[src/rtl/sft_pkg.sv]
package sft_pkg;

  typedef enum logic [2:0] {
    PH_IDLE  = 3'd0,
    PH_START = 3'd1,
    PH_DATA  = 3'd2,
    PH_PAR   = 3'd3,
    PH_STOP  = 3'd4
  } phase_t;

  // transmit-clock periods per bit for a baud selection
  function automatic int unsigned bit_ticks(input logic [1:0] bsel);
    case (bsel)
      2'b10:   return 16;
      2'b11:   return 64;
      default: return 1;
    endcase
  endfunction

  // stop time in transmit-clock periods
  function automatic int unsigned stop_ticks(input logic [1:0] bsel, input logic [1:0] ssel);
    int unsigned f;
    f = bit_ticks(bsel);
    case (ssel)
      2'b10:   return (f == 1) ? 2 : f + f / 2;
      2'b11:   return 2 * f;
      default: return f;
    endcase
  endfunction

  // data bits in a character
  function automatic int unsigned char_bits(input logic [1:0] lsel);
    return 5 + int'(lsel);
  endfunction

endpackage

[src/rtl/sft_edge.sv]
module sft_edge #(
  parameter int SYNC_STAGES = 2
) (
  input  logic clk,
  input  logic rst,
  input  logic txc,
  output logic fall
);
  logic [SYNC_STAGES:0] sr;

  always_ff @(posedge clk) begin
    if (rst) sr <= '0;
    else     sr <= {sr[SYNC_STAGES-1:0], txc};
  end

  assign fall = sr[SYNC_STAGES] & ~sr[SYNC_STAGES-1];

endmodule

[src/rtl/sft_hold.sv]
module sft_hold #(
  parameter int DATA_W = 8
) (
  input  logic              clk,
  input  logic              rst,
  input  logic              wr,
  input  logic [DATA_W-1:0] wr_data,
  input  logic              take,
  output logic              full,
  output logic [DATA_W-1:0] data
);
  always_ff @(posedge clk) begin
    if (rst) begin
      full <= 1'b0;
      data <= '0;
    end else if (wr) begin
      full <= 1'b1;
      data <= wr_data;
    end else if (take) begin
      full <= 1'b0;
    end
  end

  AST_WRITE_CLEARS: assert property (@(posedge clk) disable iff (rst) wr |=> full);
  AST_TAKE_FULL: assert property (@(posedge clk) disable iff (rst) take |-> full);

endmodule

[src/rtl/sft_shift.sv]
module sft_shift
  import sft_pkg::*;
#(
  parameter int DATA_W = 8,
  parameter int TICK_W = 8
) (
  input  logic              clk,
  input  logic              rst,
  input  logic              fall,
  input  logic              go,
  input  logic              avail,
  input  logic [DATA_W-1:0] hold_data,
  input  logic [1:0]        len_sel,
  input  logic              par_en,
  input  logic              par_even,
  input  logic [1:0]        baud_sel,
  input  logic [1:0]        stop_sel,
  input  logic              brk,
  output logic              take,
  output logic              busy,
  output logic              txd
);
  localparam int NBW = $clog2(DATA_W + 1);

  phase_t            phase;
  logic [DATA_W-1:0] sh;
  logic [NBW-1:0]    idx;
  logic [NBW-1:0]    nb;
  logic [TICK_W-1:0] tick;
  logic [TICK_W-1:0] bt;
  logic [TICK_W-1:0] st;
  logic              pen;
  logic              parv;
  logic              par_new;
  logic [TICK_W-1:0] cur_len;
  logic              last_tick;
  int unsigned       n_new;

  assign n_new = char_bits(len_sel);

  always_comb begin
    par_new = ~par_even;
    for (int i = 0; i < DATA_W; i++) begin
      if (i < int'(n_new)) par_new = par_new ^ hold_data[i];
    end
  end

  assign cur_len   = (phase == PH_STOP) ? st : bt;
  assign last_tick = (tick == cur_len - TICK_W'(1));
  assign busy      = (phase != PH_IDLE);
  assign take      = fall & avail & go &
                     ((phase == PH_IDLE) | ((phase == PH_STOP) & last_tick));

  always_ff @(posedge clk) begin
    if (rst) begin
      phase <= PH_IDLE;
      sh    <= '0;
      idx   <= '0;
      nb    <= '0;
      tick  <= '0;
      bt    <= TICK_W'(1);
      st    <= TICK_W'(1);
      pen   <= 1'b0;
      parv  <= 1'b0;
    end else if (take) begin
      phase <= PH_START;
      sh    <= hold_data;
      idx   <= '0;
      nb    <= NBW'(n_new);
      tick  <= '0;
      bt    <= TICK_W'(bit_ticks(baud_sel));
      st    <= TICK_W'(stop_ticks(baud_sel, stop_sel));
      pen   <= par_en;
      parv  <= par_new;
    end else if (fall && busy) begin
      if (last_tick) begin
        tick <= '0;
        case (phase)
          PH_START: begin
            phase <= PH_DATA;
            idx   <= '0;
          end
          PH_DATA: begin
            sh <= sh >> 1;
            if (idx == nb - NBW'(1)) phase <= pen ? PH_PAR : PH_STOP;
            else                     idx   <= idx + NBW'(1);
          end
          PH_PAR:  phase <= PH_STOP;
          default: phase <= PH_IDLE;
        endcase
      end else begin
        tick <= tick + TICK_W'(1);
      end
    end
  end

  always_comb begin
    if (brk) txd = 1'b0;
    else begin
      case (phase)
        PH_START: txd = 1'b0;
        PH_DATA:  txd = sh[0];
        PH_PAR:   txd = parv;
        default:  txd = 1'b1;
      endcase
    end
  end

  AST_TICK_BOUND: assert property (@(posedge clk) disable iff (rst) busy |-> (tick < cur_len));
  AST_IDX_RANGE: assert property (@(posedge clk) disable iff (rst) (phase == PH_DATA) |-> (idx < nb));
  AST_STOP_TO_START: assert property (@(posedge clk) disable iff (rst)
    (($past(phase) == PH_STOP) && (phase == PH_START)) |-> $past(fall));

endmodule

[src/rtl/serial_frame_tx.sv]
module serial_frame_tx #(
  parameter int DATA_W      = 8,
  parameter int TICK_W      = 8,
  parameter int SYNC_STAGES = 2
) (
  input  logic              clk,
  input  logic              rst,
  input  logic              txc,
  input  logic              tx_en,
  input  logic              send_brk,
  input  logic              cts_n,
  input  logic [1:0]        baud_sel,
  input  logic [1:0]        len_sel,
  input  logic              par_en,
  input  logic              par_even,
  input  logic [1:0]        stop_sel,
  input  logic              wr_stb,
  input  logic [DATA_W-1:0] wr_data,
  output logic              txd,
  output logic              rdy_pin,
  output logic              rdy_stat,
  output logic              tx_empty
);
  logic              fall;
  logic              go;
  logic              full;
  logic              take;
  logic              busy;
  logic [DATA_W-1:0] hold_q;

  assign go = tx_en & ~cts_n;

  sft_edge #(.SYNC_STAGES(SYNC_STAGES)) u_edge (
    .clk(clk), .rst(rst), .txc(txc), .fall(fall)
  );

  sft_hold #(.DATA_W(DATA_W)) u_hold (
    .clk(clk), .rst(rst), .wr(wr_stb), .wr_data(wr_data),
    .take(take), .full(full), .data(hold_q)
  );

  sft_shift #(.DATA_W(DATA_W), .TICK_W(TICK_W)) u_shift (
    .clk(clk), .rst(rst), .fall(fall), .go(go), .avail(full),
    .hold_data(hold_q), .len_sel(len_sel), .par_en(par_en),
    .par_even(par_even), .baud_sel(baud_sel), .stop_sel(stop_sel),
    .brk(send_brk), .take(take), .busy(busy), .txd(txd)
  );

  assign rdy_stat = ~full;
  assign rdy_pin  = ~full & go;
  assign tx_empty = ~busy & (~full | ~go);

  AST_LOAD_GO: assert property (@(posedge clk) disable iff (rst) $rose(busy) |-> $past(go));

endmodule

[config.mk]
export PLATFORM = sky130hd
export DESIGN_NAME = serial_frame_tx
export DESIGN_NICKNAME = d
export VERILOG_FILES = /design/src/rtl/sft_pkg.sv /design/src/rtl/sft_edge.sv /design/src/rtl/sft_hold.sv /design/src/rtl/sft_shift.sv /design/src/rtl/serial_frame_tx.sv
export SDC_FILE = /design/constraint.sdc
export NUM_CORES = 1
export LEC_CHECK = 0
export ABC_AREA = 1
export CELL_PAD_IN_SITES_DETAIL_PLACEMENT = 0
export CELL_PAD_IN_SITES_GLOBAL_PLACEMENT = 1
export CORE_ASPECT_RATIO = 1.2
export CORE_MARGIN = 5
export CORE_UTILIZATION = 36
export DETAILED_ROUTE_END_ITERATION = 8
export PLACE_DENSITY_LB_ADDON = 0.1
export SLEW_MARGIN = 40
export SYNTH_ARGS = -nofsm -noshare
export SYNTH_HDL_FRONTEND = slang
export SYNTH_SLANG_ARGS = --single-unit
export TNS_END_PERCENT = 10
[constraint.sdc]
create_clock -name clk -period 7.63 [get_ports clk]
set_clock_uncertainty 0.15 [all_clocks]
set_input_delay 1.1445 -clock clk [delete_from_list [all_inputs] [get_ports clk]]
set_output_delay 1.1445 -clock clk [all_outputs]
set_load 0.02 [all_outputs]
==> results of run 1 <==
## final timing paths
| path | start | endpoint | slack, ns | cells past startpoint |
|---|---|---|---|---|
| min reg2reg | u_edge.sr[0] | u_edge.sr[1] | 0.26 | 2 |
| max | cts_n | tx_empty | 3.63 | 6 |
| max reg2reg | u_shift.phase[2] | u_shift.idx[2] | 3.85 | 21 |
| min | u_edge.sr[0] | u_edge.sr[1] | 0.26 | 2 |
## flip-flops by register name, indices dropped and copies added (netlist names)
name,count
u_shift.pen,1
u_shift.parv,1
u_shift.bt,3
u_shift.idx,4
u_shift.tick,8
u_shift.st,7
u_shift.nb,4
u_hold.full,1
u_shift.phase,3
u_shift.sh,8
u_hold.data,8
u_edge.sr,3
## synthesized netlist by cell type
cell type,instances
xnor2_1,8
buf_12,1
nand4_1,4
nand3_4,1
nor4_2,1
nand2_4,5
a41oi_1,1
nor2_2,4
dfxtp_1,51
nor4b_1,1
nor2_4,3
a21oi_1,32
nand3b_1,1
inv_2,3
buf_6,1
inv_1,63
nor2_1,36
nand2_1,78
buf_2,2
buf_4,1
clkbuf_1,4
nor2_8,1
nor3_1,7
o22ai_1,2
nand2_2,3
nor3b_1,1
xor2_1,8
o21ai_1,4
o22ai_2,3
o21ai_0,21
or2_2,2
nand3_1,38
ha_1,8
o211ai_2,1
## power by group through the flow
stage	Sequential (W)	Clock, W	Combinational, W
5_1_grt	0.000273	0.000203	0.0000536
4_1_cts	0.000273	0.000192	0.0000488
6_report	0.000273	0.000185	0.0000480
3_3_place_gp	0.000279	0	0.0000487
2_1_floorplan	0.000278	0	0.0000277
3_5_place_dp	0.000279	0	0.0000485
## kinds of logic after synthesis
group / Yosys count / synth area share [%]
xor gates and xnor gates: 16 / 4.96
and+or+nand+nor: 186 / 31.8
DFF: 51 / 36.1
AOI/OAI and AO/OA: 64 / 12.6
adders and majority gates: 8 / 3.54
buffers and inverters: 75 / 11.0
## routing by layer
| layer | GRT usage, % | part of all wire, % |
|---|---|---|
| met4 | 3.46 | 0.90 |
| met3 | 2.32 | 3.2 |
| met5 | 0 | 0 |
| met2 | 24.5 | 50 |
| met1 | 16.2 | 46 |
## tightest hold or removal path, stage by stage, from the launching register on
cell	delay [ns]
dfxtp_1	0.31
inv_1	0.04
nor2_1	0.03
## metrics by stage
stage | setup slack [ns] | hold WS, ns | util (%) | instance area [um^2] | power [W]
5_1_grt | 3.47 | 0.296 | 42.3 | 3240 | 0.000530
6_report | 3.63 | 0.258 | 42.3 | 3240 | 0.000506
3_3_place_gp | 3.63 | 0.240 | 41.0 | 3140 | 0.000328
4_1_cts | 3.62 | 0.258 | 42.3 | 3240 | 0.000514
2_1_floorplan | 4.57 | 0.238 | - | 2830 | 0.000306
3_5_place_dp | 3.62 | 0.244 | 41.0 | 3140 | 0.000328
## final cells by class
type,instances,area [um^2]
multi-input combinational,274,1500
clock inverter,1,30.0
tap,92,115
clock buffer,6,72.6
inverter,66,248
sequential,51,1020
fill,807,4420
timing repair buffer,26,260
==> summary.md, run 1 <==
| Metric | Value |
|---|---|
| Hpwl dp | `4890 um` |
| Crit path kind | `primary input to output pin` |
| Post-cts gate resize count | `0` |
| Clock latency on the worst-skew pair | `0.30 ns` |
| RePlAce Congestion | `0.816` |
| Antenna violations before repair | `0` |
| Worst-Margin Slew | `0.705 ns` |
| Synth Area per Inst | `7.07 um^2` |
| Boundary Pins | `27` |
| Vias/cell | `4.73` |
| HP Class | `flip-flop to flip-flop` |
| Root Driver | `clkbuf_8` |
| Routed len/inst | `12.1 um` |
| Row cnt | `35` |
| Minimum clock period | `4.00 ns` |
| Gr ovfl total | `0` |
| Detailed Routing Iterations Pass 1 | `4` |
| Vias | `2443` |
| Max stage delay on crit path | `0.66 ns` |
| Fin cells | `516` |
| Slew margin rel. | `52.6%` |
| Cts bufs inserted | `5` |
| Final hold vios | `0` |
| DP Cell Count | `509` |
| Pwr Density | `156 nW/um^2` |
| Setup TNS | `0 ns` |
| NetSw | `0.000116 W` |
| Max Fclk | `0.250 GHz` |
| Synth unique cells | `34` |
| Worst path slowest cell | `clkdlybuf4s50_1` |
| Starting Density | `36.9%` |
| Final Max Tran Viols | `0` |
| Synth top area cells | `dfxtp_1, nand2_1, inv_1, nand3_1, a21oi_1` |
| Core area | `7660 um^2` |
| Clock transition at the registers of the reported paths | `0.09 ns` |
| Hold buffers post-CTS | `0` |
| Iter 0 DRT Violations | `107` |
| Top Family by Delay on Critical Path | `buffers and inverters` |
| Setup bufs post-CTS | `0` |
| Area share of the largest cell type after synthesis | `36.1%` |
| Die area | `9730 um^2` |
| Share of layout cells above drive strength 1 | `7.78%` |
| Largest net degree at the start of global routing | `31` |
| Die Span X | `90.9 um` |
| # setup viols final | `0` |
| First-pass GRT wire length | `10700 um` |
| Worst setup EP type | `output pin` |
| All-layer global routing usage | `13.4%` |
| Clock sinks | `51` |
| Vias in the first global route | `2333` |
| DR DRC count | `0` |
| Nets | `455` |
| Synthesized area | `2830 um^2` |
| P_leak | `1.35 nW` |
| Critical path arrival | `2.70 ns` |
| Seq pwr share | `53.9%` |
| Die Y-Extent | `107 um` |
| Clk buf depth | `2` |
| Most common cell after layout, fill and taps aside | `nand2_1` |
| Crit path max fanout | `3` |
| Switching share of power | `22.9%` |
| Max Cap Viol | `0` |
| Seq/Total Area, Yosys | `36.1%` |
| Syn_nets | `431` |
| Number of synthesized register bits | `51` |
| Final ANT Viol Nets | `0` |
| Total Wirelength | `6230 um` |
| Leading area contributor after synthesis | `dfxtp_1` |
| CTS tree | `built` |
| Port Buffers | `26` |
| CP Buf/Inv Count | `3` |
| Required @ worst endpoint | `6.34 ns` |
| Status | `finished clean` |
| Crit-path most repeated cell | `clkdlybuf4s50_1` |
| Peak supply drop | `0.105 mV` |
| Final cycle utilization of the critical path | `52.4%` |
| Syn-to-layout area delta | `14.6%` |
| Int Pwr | `0.000390 W` |
| Post-Syn Instances | `400` |
| Commonest non-fill, non-tap cells in the layout | `nand2_1, inv_1, dfxtp_1` |
| Diode count | `0` |
| CP Launch Type | `primary input` |
| RSZ-0062 raised after global routing | `false` |
| Syn. warnings | `0` |
| Comb pwr share | `9.5%` |
| Worst path cell trace | `clkdlybuf4s50_1 > inv_1 > nand2_1 > nor2_1 > nor3_1 > clkdlybuf4s50_1` |
| Share of power burned in the clock network | `36.6%` |
| H-tree depth | `2` |
Note: power is estimated with default switching activity, not from simulation.
==> run 2: changes to the inputs <==
==> constraint.sdc (replaced) <==
create_clock -name clk -period 3.65 [get_ports clk]
set_clock_uncertainty 0.15 [all_clocks]
set_input_delay 0.5475 -clock clk [delete_from_list [all_inputs] [get_ports clk]]
set_output_delay 0.5475 -clock clk [all_outputs]
set_load 0.02 [all_outputs]
==> summary.md, run 2 (synthesis gave the netlist of run 1 again) <==
| Metric | Value |
|---|---|
| Status | `finished clean` |
| FF+latch area | `1020 um^2` |
| Boundary Pins | `27` |
| # setup viols final | `0` |
| Top Family by Delay on Critical Path | `simple AND/OR/NAND/NOR gates` |
| Iter 0 DRT Violations | `96` |
| Placed Area | `3180 um^2` |
| CP Launch Type | `flip-flop` |
| All-layer global routing usage | `13.7%` |
| Die Span X | `90.9 um` |
| Max stage delay on crit path | `0.36 ns` |
| Slew margin rel. | `55.9%` |
| Antenna violations before repair | `0` |
| Setup TNS | `0 ns` |
| Post-cts gate resize count | `0` |
| Vias in the first global route | `2337` |
| DR DRC count | `0` |
| Nets | `460` |
| Gr ovfl total | `0` |
| Critical path depth | `22` |
| Required @ worst endpoint | `3.75 ns` |
| Hold buffers post-CTS | `0` |
| Final hold vios | `0` |
| Die Y-Extent | `107 um` |
| Worst-Margin Slew | `0.656 ns` |
| Crit path max fanout | `26` |
| P_leak | `1.38 nW` |
| Post-Layout Inst Area | `3280 um^2` |
| Commonest non-fill, non-tap cells in the layout | `nand2_1, inv_1, dfxtp_1` |
| Diode count | `0` |
| Filler cell count | `797` |
| Vias | `2468` |
| Clock sinks | `51` |
| Detailed Routing Iterations Pass 1 | `4` |
| Crit-path most repeated cell | `nand2_1` |
| Routed len/inst | `12.3 um` |
| Syn-to-layout area delta | `16.0%` |
| Max Fclk | `0.299 GHz` |
| Peak supply drop | `0.136 mV` |
| Hpwl dp | `5070 um` |
| Die area | `9730 um^2` |
| Final ANT Viol Nets | `0` |
| Row cnt | `35` |
| Clock transition at the registers of the reported paths | `0.10 ns` |
| Worst path slowest cell | `dfxtp_1` |
| Regs by FF count | `u_hold.data x8, u_shift.sh x8, u_shift.tick x8` |
| Final core occ | `42.8%` |
| Clock latency on the worst-skew pair | `0.31 ns` |
| Max Cap Viol | `0` |
| Cts bufs inserted | `5` |
| Setup bufs post-CTS | `0` |
| Minimum clock period | `3.34 ns` |
| First-pass GRT wire length | `10800 um` |
| Share of layout cells above drive strength 1 | `9.30%` |
| RePlAce Congestion | `0.776` |
| Hold depth | `2` |
| Final cycle utilization of the critical path | `91.6%` |
| Most common cell after layout, fill and taps aside | `nand2_1` |
| RSZ-0062 raised after global routing | `false` |
| Vias/cell | `4.73` |
| Total Wirelength | `6420 um` |
| Multi-input gate area | `1500 um^2` |
| Critical path arrival | `3.44 ns` |
| Pwr Density | `318 nW/um^2` |
| H-tree depth | `2` |
| Root Driver | `clkbuf_8` |
| Worst reg2reg path depth | `22` |
| Port Buffers | `26` |
| Core area | `7660 um^2` |
| Clk buf depth | `2` |
| Worst path cell trace | `nor2_4 > nand3_1 > nand2_1 > inv_1 > ha_1 > ha_1 > inv_1 > nand2_1 > nand2_1 > nand2_1 > nor2_1 > nand3_1 > nor2_1 > nand2_1 > nor2_4 > nand2_4 > nand2_4 > nand2_4 > buf_4 > nor2_8 > nand2_1 > o22ai_2` |
| Final Max Tran Viols | `0` |
| Largest net degree at the start of global routing | `27` |
| Worst setup EP type | `flip-flop` |
| CTS tree | `built` |
| HP Class | `flip-flop to flip-flop` |
| Starting Density | `36.9%` |
| CP Buf/Inv Count | `3` |
| Crit path kind | `flip-flop to flip-flop` |
==> run 2: per-stage QoR <==
stage,cells,total power [W],hold slack (ns),setup slack [ns]
3_3_place_gp,514,0.000688,0.242,0.371
3_5_place_dp,514,0.000688,0.245,0.307
4_1_cts,522,0.00106,0.259,0.280
5_1_grt,522,0.00109,0.281,0.0323
6_report,522,0.00104,0.256,0.308
2_1_floorplan,400,0.000640,0.238,0.773
==> run 2: report_power, final <==
part / internal (W) / switching (W)
Combinational: 0.0000501 / 0.0000531
Sequential: 0.000565 / 0.00000475
Clock: 0.000173 / 0.000197
==> run 2: final cells by class <==
cell class / count / share of cell area (%)
Sequential cell: 51 / 31.1
Inverter: 66 / 7.55
Multi-Input combinational cell: 274 / 45.6
Tap cell: 92 / 3.51
Clock buffer: 7 / 2.94
Clock inverter: 1 / 0.229
Timing Repair Buffer: 31 / 9.08
==> run 2: final timing paths <==
kind | start | slack [ns] | end
worst min register to register | u_edge.sr[0] | 0.26 | u_edge.sr[1]
worst max-delay path | u_shift.phase[1] | 0.31 | u_shift.st[4]
worst min-delay path | u_edge.sr[0] | 0.26 | u_edge.sr[1]
worst max register to register | u_shift.phase[1] | 0.31 | u_shift.st[4]
==> run 2: metal layers <==
metal | routed length (um) | GRT usage (%)
met2 | 3250 | 24.5
met5 | 0 | 0
met4 | 85 | 4.40
met3 | 158 | 2.46
met1 | 2930 | 16.5
==> run 2: worst min-delay path, stage by stage (launching register included) <==
cell and delay (ns):
dfxtp_1 0.31, inv_1 0.04, nor2_1 0.03
==> run 3: changes to the inputs <==
--- a/config.mk
+++ b/config.mk
@@ -13,7 +13,7 @@
 export CORE_UTILIZATION = 36
 export DETAILED_ROUTE_END_ITERATION = 8
 export PLACE_DENSITY_LB_ADDON = 0.1
-export SLEW_MARGIN = 40
+export SLEW_MARGIN = 0
 export SYNTH_ARGS = -nofsm -noshare
 export SYNTH_HDL_FRONTEND = slang
 export SYNTH_SLANG_ARGS = --single-unit
==> results of run 3 <==
The final DEF is identical to that of run 2; final timing and power are the same.
